$ cat src/rtl/regop_alu_pkg.sv
package regop_alu_pkg;
  typedef enum logic [3:0] {
    OP_ADD = 4'd0, OP_ADC = 4'd1, OP_SUB = 4'd2, OP_SUBC = 4'd3,
    OP_CP  = 4'd4, OP_INC = 4'd5, OP_DEC = 4'd6, OP_AND  = 4'd7,
    OP_TM  = 4'd8, OP_OR  = 4'd9, OP_XOR = 4'd10
  } aluOp_e;

  typedef enum logic [2:0] {
    K_ADD, K_SUB, K_AND, K_OR, K_XOR
  } aluKind_e;

  // strobes from control to datapath
  typedef struct packed {
    aluKind_e kind;
    logic     selImm;
    logic     forceOne;
    logic     useCarry;
    logic     updCarry;
    logic     wrEn;
  } aluStrobe_t;
endpackage

$ cat src/rtl/regop_alu_ctrl.sv
module regop_alu_ctrl
  import regop_alu_pkg::*;
(
  input  logic [3:0]  opSel,
  input  logic        immSel,
  output aluStrobe_t  strobe
);
  always_comb begin
    strobe.kind     = K_AND;
    strobe.selImm   = immSel;
    strobe.forceOne = 1'b0;
    strobe.useCarry = 1'b0;
    strobe.updCarry = 1'b0;
    strobe.wrEn     = 1'b0;
    case (opSel)
      OP_ADD:  begin strobe.kind = K_ADD; strobe.updCarry = 1'b1; strobe.wrEn = 1'b1; end
      OP_ADC:  begin strobe.kind = K_ADD; strobe.updCarry = 1'b1; strobe.wrEn = 1'b1;
                     strobe.useCarry = 1'b1; end
      OP_SUB:  begin strobe.kind = K_SUB; strobe.updCarry = 1'b1; strobe.wrEn = 1'b1; end
      OP_SUBC: begin strobe.kind = K_SUB; strobe.updCarry = 1'b1; strobe.wrEn = 1'b1;
                     strobe.useCarry = 1'b1; end
      OP_CP:   begin strobe.kind = K_SUB; strobe.updCarry = 1'b1; end
      OP_INC:  begin strobe.kind = K_ADD; strobe.updCarry = 1'b1; strobe.wrEn = 1'b1;
                     strobe.forceOne = 1'b1; strobe.selImm = 1'b0; end
      OP_DEC:  begin strobe.kind = K_SUB; strobe.updCarry = 1'b1; strobe.wrEn = 1'b1;
                     strobe.forceOne = 1'b1; strobe.selImm = 1'b0; end
      OP_AND:  begin strobe.kind = K_AND; strobe.wrEn = 1'b1; end
      OP_TM:   begin strobe.kind = K_AND; end
      OP_OR:   begin strobe.kind = K_OR;  strobe.wrEn = 1'b1; end
      OP_XOR:  begin strobe.kind = K_XOR; strobe.wrEn = 1'b1; end
      default: begin strobe.kind = K_AND; end
    endcase
  end
endmodule

$ cat src/rtl/regop_alu_dpath.sv
module regop_alu_dpath
  import regop_alu_pkg::*;
#(
  parameter int WIDTH = 8
) (
  input  aluStrobe_t        strobe,
  input  logic [WIDTH-1:0]  dstVal,
  input  logic [WIDTH-1:0]  srcVal,
  input  logic [WIDTH-1:0]  immVal,
  input  logic              carryIn,
  output logic [WIDTH-1:0]  result,
  output logic              signFlag,
  output logic              zeroFlag,
  output logic              carryFlag
);
  localparam int XW = WIDTH + 1;

  logic [WIDTH-1:0] opB;
  logic [XW-1:0]    cinExt;
  logic [XW-1:0]    wide;

  always_comb begin
    if (strobe.forceOne)    opB = WIDTH'(1);
    else if (strobe.selImm) opB = immVal;
    else                    opB = srcVal;
    cinExt = {{WIDTH{1'b0}}, strobe.useCarry & carryIn};
    case (strobe.kind)
      K_ADD:   wide = {1'b0, dstVal} + {1'b0, opB} + cinExt;
      K_SUB:   wide = {1'b0, dstVal} - {1'b0, opB} - cinExt;
      K_OR:    wide = {1'b0, dstVal | opB};
      K_XOR:   wide = {1'b0, dstVal ^ opB};
      default: wide = {1'b0, dstVal & opB};
    endcase
  end

  assign result    = wide[WIDTH-1:0];
  assign signFlag  = wide[WIDTH-1];
  assign zeroFlag  = (wide[WIDTH-1:0] == '0);
  assign carryFlag = strobe.updCarry ? wide[WIDTH] : carryIn;
endmodule

$ cat src/rtl/regop_alu.sv
module regop_alu
  import regop_alu_pkg::*;
(
  input  logic [3:0] opSel,
  input  logic [7:0] dstVal,
  input  logic [7:0] srcVal,
  input  logic [7:0] immVal,
  input  logic       immSel,
  input  logic       carryIn,
  output logic [7:0] result,
  output logic       writeEn,
  output logic       signFlag,
  output logic       zeroFlag,
  output logic       carryFlag
);
  aluStrobe_t strobe;

  regop_alu_ctrl u_ctrl (
    .opSel  (opSel),
    .immSel (immSel),
    .strobe (strobe)
  );

  regop_alu_dpath #(.WIDTH(8)) u_dpath (
    .strobe    (strobe),
    .dstVal    (dstVal),
    .srcVal    (srcVal),
    .immVal    (immVal),
    .carryIn   (carryIn),
    .result    (result),
    .signFlag  (signFlag),
    .zeroFlag  (zeroFlag),
    .carryFlag (carryFlag)
  );

  assign writeEn = strobe.wrEn;
endmodule

$ cat config.mk
export PLATFORM = sky130hd
export DESIGN_NAME = regop_alu
export DESIGN_NICKNAME = d
export VERILOG_FILES = /design/src/rtl/regop_alu_pkg.sv /design/src/rtl/regop_alu_ctrl.sv /design/src/rtl/regop_alu_dpath.sv /design/src/rtl/regop_alu.sv
export SDC_FILE = /design/constraint.sdc
export NUM_CORES = 1
export LEC_CHECK = 0
export BUFFER_PORTS_ARGS = -buffer_cell sky130_fd_sc_hd__buf_4
export CAP_MARGIN = 15
export CORE_MARGIN = 1.5
export CORE_UTILIZATION = 35
export DETAILED_ROUTE_END_ITERATION = 8
export PLACE_DENSITY = 0.65
export SLEW_MARGIN = 20
export SYNTH_ARGS = -nofsm -noshare
export SYNTH_HDL_FRONTEND = slang
export SYNTH_SLANG_ARGS = --single-unit
$ cat constraint.sdc
create_clock -name vclk -period 11.7
set_input_delay 1.17 -clock vclk [all_inputs]
set_output_delay 1.17 -clock vclk [all_outputs]
set_load 0.01 [all_outputs]
; ---- Yosys cells after proc, flatten, opt, wreduce, memory -nomap -nowiden
; Cells that the tools add are included.
[totals]
ff_bits = 0
wordCells = 38
out_inout_bits = 12
[op_classes]
eq_ne = 12
mux = 9
addsub = 4
n_bitwise = 4
n_reduce_logical = 9
[ops]
columns = operator, n
row1 = one-hot mux 9 bit (4 select lines), 1
row2 = "equality test 4 x 3 -> 1 bit, second input constant", 4
row3 = two-way mux 8 bit, 2
row4 = one-hot mux 3 bit (4 select lines), 1
row5 = adder 8 x 8 -> 9 bit, 1
row6 = adder 9 x 1 -> 9 bit, 1
row7 = OR reduction 9 bit, 1
row8 = subtractor 8 x 8 -> 9 bit, 1
row9 = subtractor 9 x 1 -> 9 bit, 1
row10 = AND 8 bit, 1
row11 = "equality test 4 x 2 -> 1 bit, second input constant", 2
row12 = "equality test 4 bit, second input constant", 2
row13 = logical NOT 8 bit, 1
row14 = bitwise OR 8 bit, 1
row15 = XOR 8 bit, 1
row16 = OR reduction 7 bit, 1
row17 = "equality test 4 x 1 -> 1 bit, second input constant", 1
row18 = logical NOT 4 bit, 1
row19 = two-way mux 1 bit, 4
row20 = OR reduction 2 bit, 2
row21 = OR reduction 4 bit, 1
row22 = "equality test 3 x 1 -> 1 bit, second input constant", 1
row23 = "equality test 3 x 2 -> 1 bit, second input constant", 1
row24 = "equality test 3 bit, second input constant", 1
row25 = 4 further kinds, 4

; ---- Depth between registers and ports, before layout
[logic_depth]
depth_word = 9
ltp_mapped = 16
depth_no_buf = 14

; ---- Modules after synthesis
; A second synthesis with hierarchy kept.
[unflattened]
hier_cells = 240
hier_area_um2 = 1731.7
[by_module_without_submodules]
columns = mod, area_each_um2, n_inst, cells_each, seq_area_each_um2
row1 = regop_alu_dpath, 1610.3, 1, 218, 0.0
row2 = regop_alu_ctrl, 121.4, 1, 22, 0.0

; ---- Worst setup path before layout
; No wires, ideal clock.
[synth_timing]
path_type = input-to-output
from = input port opSel[3]
to = output port zeroFlag
t_arrival_ns = 4.426
cell_stages = 15
slack_ns = 6.104
path_buffers = 3
path_cell_list = buf_2 buf_1 or3_1 clkbuf_1 nand2_1 inv_1 fa_1 inv_1 ha_1 xor2_1 a222oi_1 o21ai_1 nor3_1 or3b_1 nor4_2
[synth_between]
elab_chain_cells = 9
elab_cells_between_ends = 32
classes_between = 4 x add/sub / 11 x eq/ne / 6 x mux / 4 x bitwise / 7 x reduce/logical
[synth_rtl]
columns = element, line
row1 = "start, declared", regop_alu.sv:4  ; input logic [3:0] opSel,
row2 = equality test 4 x 3 -> 1 bit, regop_alu_ctrl.sv:15  ; case (opSel)
row3 = OR reduction 2 bit (no line), n/a
row4 = two-way mux 2 bit, regop_alu_ctrl.sv:15
row5 = two-way mux 8 bit, regop_alu_dpath.sv:24  ; else if (strobe.selImm) opB = immVal;
row6 = two-way mux 8 bit, regop_alu_dpath.sv:23  ; if (strobe.forceOne) opB = WIDTH'(1);
row7 = subtractor 8 x 8 -> 9 bit or adder 8 x 8 -> 9 bit (tied branches), "regop_alu_dpath.sv:29, regop_alu_dpath.sv:28"
row8 = subtractor 9 x 1 -> 9 bit or adder 9 x 1 -> 9 bit (tied branches), "regop_alu_dpath.sv:29, regop_alu_dpath.sv:28"
row9 = one-hot mux 9 bit (4 select lines) *, regop_alu_dpath.sv:27  ; case (strobe.kind)
row10 = named net result[0], regop_alu.sv:10  ; output logic [7:0] result,
row11 = logical NOT 8 bit *, regop_alu_dpath.sv:38  ; assign zeroFlag = (wide[WIDTH-1:0] == '0);
row12 = "end, declared", regop_alu.sv:13  ; output logic zeroFlag,
; The timed path passes the listed nets; every way through them passes the cells marked *.

; ---- Worst setup path after layout
[layout_timing]
from = input port opSel[0]
to = output port zeroFlag
[layout_between]
elab_chain_cells = 9
elab_cells_between_ends = 32
classes_between = 4 x add/sub / 11 x eq/ne / 6 x mux / 4 x bitwise / 7 x reduce/logical
[layout_rtl]
columns = element, line
row1 = equality test 4 x 3 -> 1 bit, regop_alu_ctrl.sv:15
row2 = OR reduction 2 bit (no line), n/a
row3 = two-way mux 2 bit, regop_alu_ctrl.sv:15
row4 = two-way mux 8 bit, regop_alu_dpath.sv:24
row5 = two-way mux 8 bit, regop_alu_dpath.sv:23
row6 = subtractor 8 x 8 -> 9 bit or adder 8 x 8 -> 9 bit (tied branches), "regop_alu_dpath.sv:29, regop_alu_dpath.sv:28"
row7 = subtractor 9 x 1 -> 9 bit or adder 9 x 1 -> 9 bit (tied branches), "regop_alu_dpath.sv:29, regop_alu_dpath.sv:28"
row8 = one-hot mux 9 bit (4 select lines) *, regop_alu_dpath.sv:27
row9 = logical NOT 8 bit *, regop_alu_dpath.sv:38
; Mark *: on every way between the ends. The rest lies on a longest branch, timed or not.

==> impl_metrics.yaml <==
timing:
  fin_hold_ws_ns: 2.696
  relSlewSlack: 0.5862
  timing.final.max_slew_violations: 0
  setup_tns_ns: 0
  finalSetupViolCount: 0
  worst_pin_slew_ns: 0.6208
  final.period_utilization: 0.5113
  hold_viol: 0
  min_period_ns: 5.982
  rsz0062_at_grt: "false"
  fmax_mhz: 167.2
hold_path:
  hold_class: "input port to output port"
global_routing:
  track_usage: 0.1643
  antenna_found_initial: 0
  grt_max_degree: 30
  grt_overflow: 0
  grt_pass1_vias: 1453
  grt_pass1_wl_um: 6872
yosys:
  syn_nets: 287
  synth_warnings: 0
  avgSynthCellArea_sq_um: 7.131
  ys_types: 47
  netlist_instances: 223
  synth_area_sq_mm: 0.001590
  ys_seq_area_frac: 0
cells_and_area:
  fillCellCount: 460
  final_nets: 318
  utilization: 0.4374
  diodes: 0
  area_growth_pct: 19.75
  seqCellArea_sq_um: 0
  layout-drive-gt1-share: 0.2063
  flops_and_latches: 0
  nClkBuffers: 0
die:
  die_h_um: 70.41
  io_pins: 42
  die_area_sq_mm: 0.004957
  core_sq_mm: 0.004354
  row_count: 24
  die_w_um: 70.41
  initial_core_util: 0.3652
detailed_routing:
  first_iter_violations: 233
  ant_nets: 0
  wirelength_um: 4118
  drc_errors: 0
  vias: 1634
  routed_via_density: 5.375
  routedWlPerCell_um: 13.55
  first_pass_iters: 4
flow_run:
  cap_violations: 0
power:
  vdd_ir_drop_max_uv: 20.69
  power.density_mw_per_mm2: 64.30
  leakagePower_uw: 0.0009486
place:
  place_hpwl_um: 3419
  place.gp.congestion: 0.9381
  io_buffers: 42
worst_setup_path:
  crit_type: "input port to output port"
  startpoint_type: "input port"
  endpoint_kind: "output port"
  path_max_fanout: 16
  cp_data_required_time_ns: 10.53
  cp.arrival_ns: 4.81
status:
  status: "complete, no violations"
cts:
  postCtsHoldBufs: 0
  post_cts_resized: 0
  post_cts_buffers: 0
-- routing by layer --
metal,up-vias,track usage,share of wire,wire [um]
met5,-,0,0,0
met2,50,0.2621,0.46,1874
li1,839,-,-,-
met3,0,0.008658,0.059,245
met4,0,0,0,0
met1,745,0.2563,0.49,1998
-- path summary, 6_finish.rpt --
check             startpoint         to  slack (ns)  depth (start not counted)
setup / recovery    opSel[0]   zeroFlag        5.72                         15
hold / removal       carryIn  carryFlag        2.70                          4
-- area by class of cell --
type | count | area, sq um | area share
multi-input cells | 182 | 1419 | 0.7451
repair buffers | 42 | 315.3 | 0.1656
inverters | 28 | 105.1 | 0.05519
well taps | 52 | 65.06 | 0.03417
-- logic make-up (layout without fill, tap and decap cells) --
logic type / after synthesis / after routing / share of synthesized area
xor gates and xnor gates: 12 / 12 / 0.07082
buffers and inverters: 41 / 70 / 0.1078
AOI/OAI and AO/OA: 75 / 75 / 0.3100
adders and majority gates: 34 / 34 / 0.2817
muxes: 8 / 8 / 0.05586
and+or+nand+nor: 53 / 53 / 0.1739
-- where the power goes --
part,total (uW),internal [uW],switching [uW],leakage (uW)
logic,122,57.4,65.0,0.000949
registers,0,0,0,0
clock network,0,0,0,0
total,122,57.4,65.0,0.000949
-- stage by stage --
stage,setup slack [ns],power (uW),cell area [sq um],std cells
finish,5.718,122.4,1904,304
global route,5.521,135.5,1904,304
CTS,5.718,122.1,1904,304
detailed placement,5.725,121.6,1904,304
global placement,5.778,121.4,1904,304
floorplan,6.104,85.96,1590,223
-- worst max-delay path: stages --
cell	delay, ns
buf_4	0.17
xnor2_2	0.17
or3_1	0.51
nand2_1	0.21
inv_1	0.10
fa_1	0.55
inv_1	0.07
ha_1	0.28
xor2_1	0.15
a222oi_1	0.29
o21ai_1	0.16
nor3_1	0.26
or3b_1	0.43
nor4_2	0.15
buf_4	0.16
-- cells in the final DEF, fill, tap and decap left out, types with 2 or more instances in the layout --
cell type   n
mux2_2      7
a31oi_1     5
o21bai_1    2
o21ai_1     2
a32oi_1     2
nor2_1     12
nand2b_1    6
a21oi_1    15
a21o_1      4
o22ai_1     8
nor2b_1     4
xor2_1      2
a222oi_1    2
o21a_1      9
o22a_1      3
nor3_1      4
fa_1        3
a22oi_1     3
xnor2_1     9
nand2_1    15
a21boi_0    4
o21ai_0    11
inv_1      28
ha_1       31
or3_1       2
buf_4      42
-- cell usage after synthesis (2+ instances only) --
library cell | count | area, sq um
xor2_1 | 2 | 17.52
o22a_1 | 3 | 26.28
nor2_1 | 12 | 45.04
a222oi_1 | 2 | 20.02
a31oi_1 | 5 | 31.28
or3_1 | 2 | 12.51
mux2_2 | 7 | 78.83
buf_4 | 2 | 15.01
a21o_1 | 4 | 30.03
o21ai_1 | 2 | 10.01
a21boi_0 | 4 | 30.03
buf_2 | 2 | 10.01
a22oi_1 | 3 | 22.52
inv_1 | 28 | 105.1
fa_1 | 3 | 60.06
o22ai_1 | 8 | 50.05
nor3_1 | 4 | 20.02
o21a_1 | 9 | 67.56
xnor2_1 | 9 | 78.83
nor2b_1 | 4 | 25.02
nand2_1 | 15 | 56.30
ha_1 | 31 | 387.9
o21bai_1 | 2 | 15.01
a32oi_1 | 2 | 17.52
clkbuf_1 | 7 | 26.28
o21ai_0 | 11 | 55.05
a21oi_1 | 15 | 75.07
nand2b_1 | 6 | 37.54
Power figures use the tool's default switching activity.
